$ cat src/rtl/pwm_guard_pkg.sv
package pwm_guard_pkg;

  typedef enum logic {
    SRC_PIN = 1'b0,
    SRC_CMP = 1'b1
  } brk_src_e;

  typedef enum logic {
    DET_LEVEL = 1'b0,
    DET_EDGE  = 1'b1
  } brk_det_e;

  localparam int unsigned SYNC_STAGES = 2;

endpackage

$ cat src/rtl/pwm_guard_brk.sv
module pwm_guard_brk
  import pwm_guard_pkg::*;
(
  input  logic clk_i,
  input  logic rst_ni,
  input  logic pin_i,
  input  logic cmp_i,
  input  logic src_i,
  input  logic pol_i,
  input  logic det_i,
  input  logic clr_i,
  output logic flag_o
);

  brk_src_e src;
  brk_det_e det;
  logic     sel;
  logic     act;
  logic     synced;
  logic     hit;
  logic     clr_ok;

  logic [SYNC_STAGES-1:0] sync_q, sync_d;
  logic                   hist_q;
  logic                   flag_q, flag_d, flag_en;

  assign src = brk_src_e'(src_i);
  assign det = brk_det_e'(det_i);

  // source select and polarity
  always_comb begin
    sel = (src == SRC_CMP) ? cmp_i : pin_i;
    act = pol_i ? sel : ~sel;
  end

  // synchroniser shift
  generate
    if (SYNC_STAGES > 1) begin : g_chain
      assign sync_d = {sync_q[SYNC_STAGES-2:0], act};
    end else begin : g_single
      assign sync_d = act;
    end
  endgenerate

  assign synced = sync_q[SYNC_STAGES-1];

  // detection and flag next state
  always_comb begin
    hit     = (det == DET_EDGE) ? (synced & ~hist_q) : synced;
    clr_ok  = clr_i & ((det == DET_EDGE) | ~synced);
    flag_d  = hit | (flag_q & ~clr_ok);
    flag_en = hit | (flag_q & clr_ok);
  end

  always_ff @(posedge clk_i or negedge rst_ni) begin
    if (!rst_ni) begin
      sync_q <= '0;
      hist_q <= 1'b0;
    end else begin
      sync_q <= sync_d;
      hist_q <= synced;
    end
  end

  always_ff @(posedge clk_i or negedge rst_ni) begin
    if (!rst_ni) begin
      flag_q <= 1'b0;
    end else if (flag_en) begin
      flag_q <= flag_d;
    end
  end

  assign flag_o = flag_q;

endmodule

$ cat src/rtl/pwm_guard_dead.sv
module pwm_guard_dead #(
  parameter int unsigned DT_W = 8
) (
  input  logic            clk_i,
  input  logic            rst_ni,
  input  logic            src_i,
  input  logic [DT_W-1:0] dt_i,
  output logic            out_o
);

  logic [DT_W-1:0] cnt_q, cnt_d;
  logic            cnt_en;
  logic            ready;

  // count consecutive high cycles of the source, saturating at dt_i
  always_comb begin
    ready = (cnt_q >= dt_i);
    if (src_i) begin
      cnt_en = ~ready;
      cnt_d  = cnt_q + 1'b1;
    end else begin
      cnt_en = (cnt_q != '0);
      cnt_d  = '0;
    end
  end

  always_ff @(posedge clk_i or negedge rst_ni) begin
    if (!rst_ni) begin
      cnt_q <= '0;
    end else if (cnt_en) begin
      cnt_q <= cnt_d;
    end
  end

  // rise waits for the count, fall is immediate
  assign out_o = src_i & ready;

endmodule

$ cat src/rtl/pwm_guard_out.sv
module pwm_guard_out #(
  parameter int unsigned CH = 4
) (
  input  logic [CH-1:0] shaped_i,
  input  logic [CH-1:0] oe_i,
  input  logic [CH-1:0] pat_i,
  input  logic          flag_i,
  output logic [CH-1:0] pwm_o
);

  generate
    for (genvar g = 0; g < CH; g++) begin : g_ch
      always_comb begin
        if (!oe_i[g]) begin
          pwm_o[g] = 1'b0;
        end else if (flag_i) begin
          pwm_o[g] = pat_i[g];
        end else begin
          pwm_o[g] = shaped_i[g];
        end
      end
    end
  endgenerate

endmodule

$ cat src/rtl/pwm_guard.sv
module pwm_guard #(
  parameter int unsigned CH   = 4,
  parameter int unsigned DT_W = 8
) (
  input  logic            clk_i,
  input  logic            rst_ni,
  input  logic [CH-1:0]   pwm_raw_i,
  input  logic            brk_pin_i,
  input  logic            brk_cmp_i,
  input  logic [DT_W-1:0] cfg_dead_i,
  input  logic            cfg_brk_src_i,
  input  logic            cfg_brk_pol_i,
  input  logic            cfg_brk_edge_i,
  input  logic [CH-1:0]   cfg_brk_pat_i,
  input  logic [CH-1:0]   cfg_oe_i,
  input  logic            brk_clr_i,
  output logic [CH-1:0]   pwm_o,
  output logic            brk_flag_o
);

  localparam int unsigned PAIR = 2;

  logic [1:0]      rst_q;
  logic            rst_int_n;
  logic            dt_on;
  logic [PAIR-1:0] pair_src;
  logic [PAIR-1:0] pair_dly;
  logic [CH-1:0]   shaped;
  logic            flag;

  // reset: asserted at once, released on the clock
  always_ff @(posedge clk_i or negedge rst_ni) begin
    if (!rst_ni) begin
      rst_q <= 2'b00;
    end else begin
      rst_q <= {rst_q[0], 1'b1};
    end
  end
  assign rst_int_n = rst_q[1];

  assign dt_on = (cfg_dead_i != '0);

  // complementary pair both derived from channel 0
  assign pair_src[0] = pwm_raw_i[0];
  assign pair_src[1] = ~pwm_raw_i[0];

  generate
    for (genvar g = 0; g < PAIR; g++) begin : g_pair
      pwm_guard_dead #(.DT_W(DT_W)) u_dead (
        .clk_i  (clk_i),
        .rst_ni (rst_int_n),
        .src_i  (pair_src[g]),
        .dt_i   (cfg_dead_i),
        .out_o  (pair_dly[g])
      );
      assign shaped[g] = dt_on ? pair_dly[g] : pwm_raw_i[g];
    end
    for (genvar g = PAIR; g < CH; g++) begin : g_thru
      assign shaped[g] = pwm_raw_i[g];
    end
  endgenerate

  pwm_guard_brk u_brk (
    .clk_i  (clk_i),
    .rst_ni (rst_int_n),
    .pin_i  (brk_pin_i),
    .cmp_i  (brk_cmp_i),
    .src_i  (cfg_brk_src_i),
    .pol_i  (cfg_brk_pol_i),
    .det_i  (cfg_brk_edge_i),
    .clr_i  (brk_clr_i),
    .flag_o (flag)
  );

  pwm_guard_out #(.CH(CH)) u_out (
    .shaped_i (shaped),
    .oe_i     (cfg_oe_i),
    .pat_i    (cfg_brk_pat_i),
    .flag_i   (flag),
    .pwm_o    (pwm_o)
  );

  assign brk_flag_o = flag;

endmodule

$ cat config.mk
export PLATFORM = sky130hd
export DESIGN_NAME = pwm_guard
export DESIGN_NICKNAME = d
export VERILOG_FILES = /design/src/rtl/pwm_guard_pkg.sv /design/src/rtl/pwm_guard_brk.sv /design/src/rtl/pwm_guard_dead.sv /design/src/rtl/pwm_guard_out.sv /design/src/rtl/pwm_guard.sv
export SDC_FILE = /design/constraint.sdc
export NUM_CORES = 1
export LEC_CHECK = 0
export BUFFER_PORTS_ARGS = -buffer_cell sky130_fd_sc_hd__buf_2
export CORE_UTILIZATION = 57
export DETAILED_ROUTE_END_ITERATION = 6
export HOLD_SLACK_MARGIN = 0.05
export PLACE_DENSITY = 0.82
export SYNTH_ARGS = -nofsm -noshare
export SYNTH_HDL_FRONTEND = slang
export SYNTH_HIERARCHICAL = 1
export SYNTH_SLANG_ARGS = --single-unit
$ cat constraint.sdc
create_clock -name clk_i -period 8.2 [get_ports clk_i]
set_clock_uncertainty 0.2 [all_clocks]
set_input_delay 2.46 -clock clk_i [delete_from_list [all_inputs] [get_ports clk_i]]
set_output_delay 2.46 -clock clk_i [all_outputs]
set_load 0.02 [all_outputs]
======== Word level (Yosys, flattened, before mapping) ========
Cells that the tools add are included.
cells by class
  $lt $le $gt $ge ......................... 2
  reduce and logical (&&, ||, !) cells .... 3
  add/subtract/negate cells ............... 2
  multiplexer cells ....................... 17
  bitwise logic cells ..................... 16
operator list
  cell                                         number
  nonzero test 8 bit                           3
  adder 8 x 1 -> 8 bit, second input constant  2
  greater-or-equal comparator 8 bit            2
  2-to-1 mux 8 bit                             2
  2-to-1 mux 1 bit                             15
  NOT 1 bit                                    7
  bitwise AND 1 bit                            6
  OR 1 bit                                     3
word-level totals
  input bits .............................. 28
  output and inout port bits .............. 5
  flip-flop bits (word level) ............. 22

======== Logic depth before layout (Yosys ltp) ========
  depth in word-level cells ............... 6
  gate-level depth with buffers ........... 10

======== Modules after synthesis ========
The synthesis kept the hierarchy.
modules (own cells, without submodules)
  module          seq. area each (um^2)  cells each  area each (um^2)  instances
  pwm_guard_dead  200.2                  75          660.6             2
  pwm_guard_brk   100.1                  9           135.1             1
  pwm_guard       50.0                   9           96.3              1
  pwm_guard_out   0.0                    9           76.3              1

======== Worst setup path before layout ========
No wires, ideal clock.
  path kind ............................... input -> output
  start point ............................. input port cfg_dead_i[0]
  end point ............................... output port pwm_o[0]
  path buffers ............................ 1
  slack ................................... 1427 ps
  arrival time ............................ 4113 ps
  stages on the path ...................... 9
  cell sequence ........................... ha_1 > nand2b_4 > a2111o_1 > a21oi_2 > buf_6 > nor2_1 > mux2_1 > mux2i_1 > nor2b_1
on the way
  cells in the longest elaborated chain, start to end .. 5
  elaborated cells on any way between the ends .. 6
RTL lines
  item                               line                  RTL
  from (decl)                        pwm_guard.sv:10       input logic [DT_W-1:0] cfg_dead_i,
  greater-or-equal comparator 8 bit  pwm_guard_dead.sv:17  ready = (cnt_q >= dt_i);
  bitwise AND 1 bit                  pwm_guard_dead.sv:36  assign out_o = src_i & ready;
  via pair_dly[0]                    pwm_guard.sv:27       logic [PAIR-1:0] pair_dly;
  2-to-1 mux 1 bit                   pwm_guard.sv:56       assign shaped[g] = dt_on ? pair_dly[g] : pwm_raw_i[g];
  via shaped[0]                      pwm_guard.sv:28       logic [CH-1:0] shaped;
  2-to-1 mux 1 bit                   pwm_guard_out.sv:16   end else if (flag_i) begin
  2-to-1 mux 1 bit                   pwm_guard_out.sv:14   if (!oe_i[g]) begin
  to (decl)                          pwm_guard.sv:17       output logic [CH-1:0] pwm_o,
The timed path passes the listed nets, and every way through them passes these cells.

======== Worst setup path in the final report ========
Same ends and word-level chain as after synthesis.

==> metrics.md <==
| Metric | Value |
|---|---|
| Share of cells above drive strength 1 | `20.8%` |
| Hpwl dp | `about 2.7 mm` |
| H-tree lvl count | `1` |
| Die extent in y | `between 50 and 60 µm` |
| P&R area growth vs syn | `11.1%` |
| Final setup vio count | `0` |
| FF-to-FF Start | `g_pair[0].u_dead/cnt_q[0]` |
| Hold_buf cts | `0` |
| Worst path most repeated cell | `buf_2` |
| Fin nets | `roughly 260` |
| Least-Margin Pin Slew | `0.808 ns` |
| Clock edge transition at the registers on the reported setup and hold paths | `0.11 ns` |
| Placed Cells | `roughly 240` |
| Synthesized area | `approximately 1600 µm²` |
| Diodes inserted | `0` |
| Post-route ant nets | `0` |
| Drt via density | `a little under 6` |
| Post-synthesis xor/xnor area fraction | `0.538%` |
| Worst Path Required | `between 5 and 6 ns` |
| Worst endpoint data arrival time | `roughly 4.6 ns` |
| CP endpoint kind | `primary output` |
| Final hold violation count | `0` |
| Yosys warns | `6` |
| Final WL | `3.39 mm` |
| Clock Latency Late Sink | `about 0.30 ns` |
| Port bufs | `32` |
| Syn avg cell area | `between 9 and 10 µm²` |
| Vias in the first global route | `1349` |
| Die area | `just over 3000 µm²` |
| Grt ovf | `0` |
| GRT Util Overall | `between 20% and 30%` |
| Synthesized instance count | `177` |
| Post-synthesis mux area share | `under 10%` |
| Yosys reg bits | `22` |
| Worst Hold Class | `reg2async` |
| Site Rows | `19` |
| Slowest cell on crit path | `a21oi_2` |
| Main combinational cell family by area after synthesis | `simple AND/OR/NAND/NOR gates` |
| RR Endpoint | `g_pair[0].u_dead/cnt_q[0]` |
| Max-slew violation count | `0` |
| Clk buf depth | `2` |
| Post-CTS Setup Bufs | `0` |
| Min cycle time layout | `7.28 ns` |
| LEAKAGE | `1.03 nW` |
| Initial DRT Pass Iterations | `4` |
| Final period utilization | `about 89%` |
| Utilization after layout | `between 60 and 70%` |
| TritonCTS Buffers | `3` |
| Setup CP Type | `in2out` |
| First-pass GRT wire length | `approximately 5.8 mm` |
| FF-to-FF path depth | `7` |
| Placed Area | `about 1800 µm²` |
| CTS resizes | `0` |
| Critical Path Source Type | `input pin` |
| Largest fanout on the critical path | `12` |
| Fillcell total | `224` |
| Non-Filler Instances | `roughly 240` |
| Finished Cell Area | `approximately 1800 µm²` |
| Synth Area in Compound Gates | `about 12%` |
| Relative slew slack | `between 40% and 50%` |
| GPL Wtd Cong | `just under 0.9` |
| P per Cell Area | `around 150 nW/µm²` |
| CP Cell Sequence | `buf_2 > ha_1 > nand2b_4 > a2111o_1 > a21oi_2 > nor2_1 > mux2_1 > mux2i_1 > nor2b_1 > buf_2` |
| Simple-Gate Fraction of Synth Area | `slightly above 20%` |
| Fmax | `around 140 MHz` |
| Largest net degree at the start of global routing | `21` |
| Internal reg-to-reg setup slack | `between 5 and 6 ns` |
| Core box area | `approximately 2700 µm²` |
| DR WL/cell | `roughly 14 µm` |
| Width of the die | `approximately 55 µm` |
| Via count | `1393` |
| Drc violations | `0` |
| Total power draw | `~280 µW` |
| CTS tree | `built` |
| CTS Sinks | `22` |
| Post-synthesis adder-cell area fraction | `approximately 15%` |
| Initial drt markers | `39` |
| Top Ports | `33` |
| Setup_tns | `0 ns` |
| Post-Syn Nets | `225` |
| Post-synth cell types | `25` |
| Max VDD drop | `roughly 110 µV` |
| CTS Root Cell | `clkbuf_4` |
| Slowest stage delay, CP | `around 0.44 ns` |
| Sequential fraction of the synthesis area | `between 30% and 40%` |
| RSZ-0062 raised after global routing | `false` |
| Status | `finished clean` |
| Initial Util | `59.6%` |
| Max cap viols | `0` |
| Initial antenna violation count | `0` |
==> worst max-delay path, delay by kind of cell <==
family,cells,cell delay [ns]
and+or+nand+nor,3,0.29
buffers and inverters,2,0.27
muxes,2,0.45
AOI/OAI and AO/OA,2,0.85
adders and majority gates,1,0.29
==> worst max-delay path by stage <==
stage,startpoint,endpoint,slack [ns],depth (start not counted)
floorplan,cfg_dead_i[0],pwm_o[0],1.43,9
global placement,cfg_dead_i[0],pwm_o[0],1.05,10
detailed placement,cfg_dead_i[0],pwm_o[0],0.95,10
CTS,cfg_dead_i[0],pwm_o[0],0.93,10
global route,cfg_dead_i[0],pwm_o[0],0.80,10
finish,cfg_dead_i[0],pwm_o[0],0.92,10
==> metal layers <==
layer | vias to the layer above | wire (µm) | global-route usage, %
li1 | 682 | - | -
met1 | 659 | 1500 | 29.4
met2 | 50 | 1710 | 42.2
met3 | 2 | 164 | 3.98
met4 | 0 | 17 | 8.57
met5 | - | 0 | 0
==> cell usage after synthesis <==
cell | count | area (µm²)
a2111o_1 | 2 | 22.5
a21oi_1 | 10 | 50.1
a21oi_2 | 2 | 17.5
a22o_1 | 3 | 26.3
a31o_2 | 4 | 35.0
a32o_1 | 2 | 20.0
and3_1 | 4 | 25.0
buf_6 | 3 | 33.8
clkbuf_1 | 2 | 7.51
conb_1 | 1 | 3.75
dfrtp_1 | 22 | 551
ha_1 | 20 | 250
inv_1 | 24 | 90.1
mux2_1 | 2 | 22.5
mux2i_1 | 13 | 130
nand2_1 | 18 | 67.6
nand2b_1 | 8 | 50.1
nand2b_4 | 2 | 27.5
nand4_1 | 10 | 62.6
nor2_1 | 8 | 30.0
nor2b_1 | 4 | 25.0
nor4_1 | 4 | 25.0
nor4b_1 | 2 | 17.5
o21ai_0 | 6 | 30.0
xor2_1 | 1 | 8.76
==> power breakdown <==
part           switching, mW  total, mW  internal [mW]  leakage, nW
logic                 0.0436     0.0912         0.0476        0.732
registers             0.0200      0.141          0.121        0.287
clock network         0.0307     0.0478         0.0171       0.0138
==> per-stage QoR <==
| stage | worst slack [ns] | hold slack [ns] |
|---|---|---|
| CTS | 0.932 | 0.172 |
| detailed placement | 0.952 | 0.146 |
| global route | 0.795 | 0.187 |
| floorplan | 1.43 | 0.0535 |
| global placement | 1.05 | 0.136 |
| finish | 0.918 | 0.144 |
==> flip-flops by register name (all words and copies together), names as in the netlist <==
signal,flops
g_pair.u_dead/cnt_q,16
rst_q,2
u_brk/sync_q,2
u_brk/flag_o,1
u_brk/hist_q,1
==> placed cells by master, fill, tap and decap left out, types with 4 or more instances in the layout <==
cell,n
inv_1,24
nor4_1,4
nor2b_1,4
a21oi_1,10
nand4_1,10
dfrtp_1,22
and3_1,4
nand2_1,18
mux2i_1,13
a31o_2,4
nand2b_1,8
nor2_1,8
buf_2,32
ha_1,20
o21ai_0,6
==> final cells by class <==
class	instances	area (µm²)	share of cell area (%)
inverter	24	90.1	4.98
timing repair buffer	32	160	8.85
clock buffer	3	22.5	1.24
multi-input combinational	126	947	52.4
sequential	22	551	30.4
tap	31	38.8	2.14
==> cell families (layout without fill, tap and decap cells) <==
group                    count (synthesis)  after routing
multiplexers                            15             15
flip-flops                              22             22
AND/OR/NAND/NOR                         60             60
buffers and inverters                   29             59
adder cells (fa/ha/maj)                 20             20
XOR/XNOR                                 1              1
AO/OA/AOI/OAI                           29             29
other                                    1              1
Power figures use the tool's default switching activity.
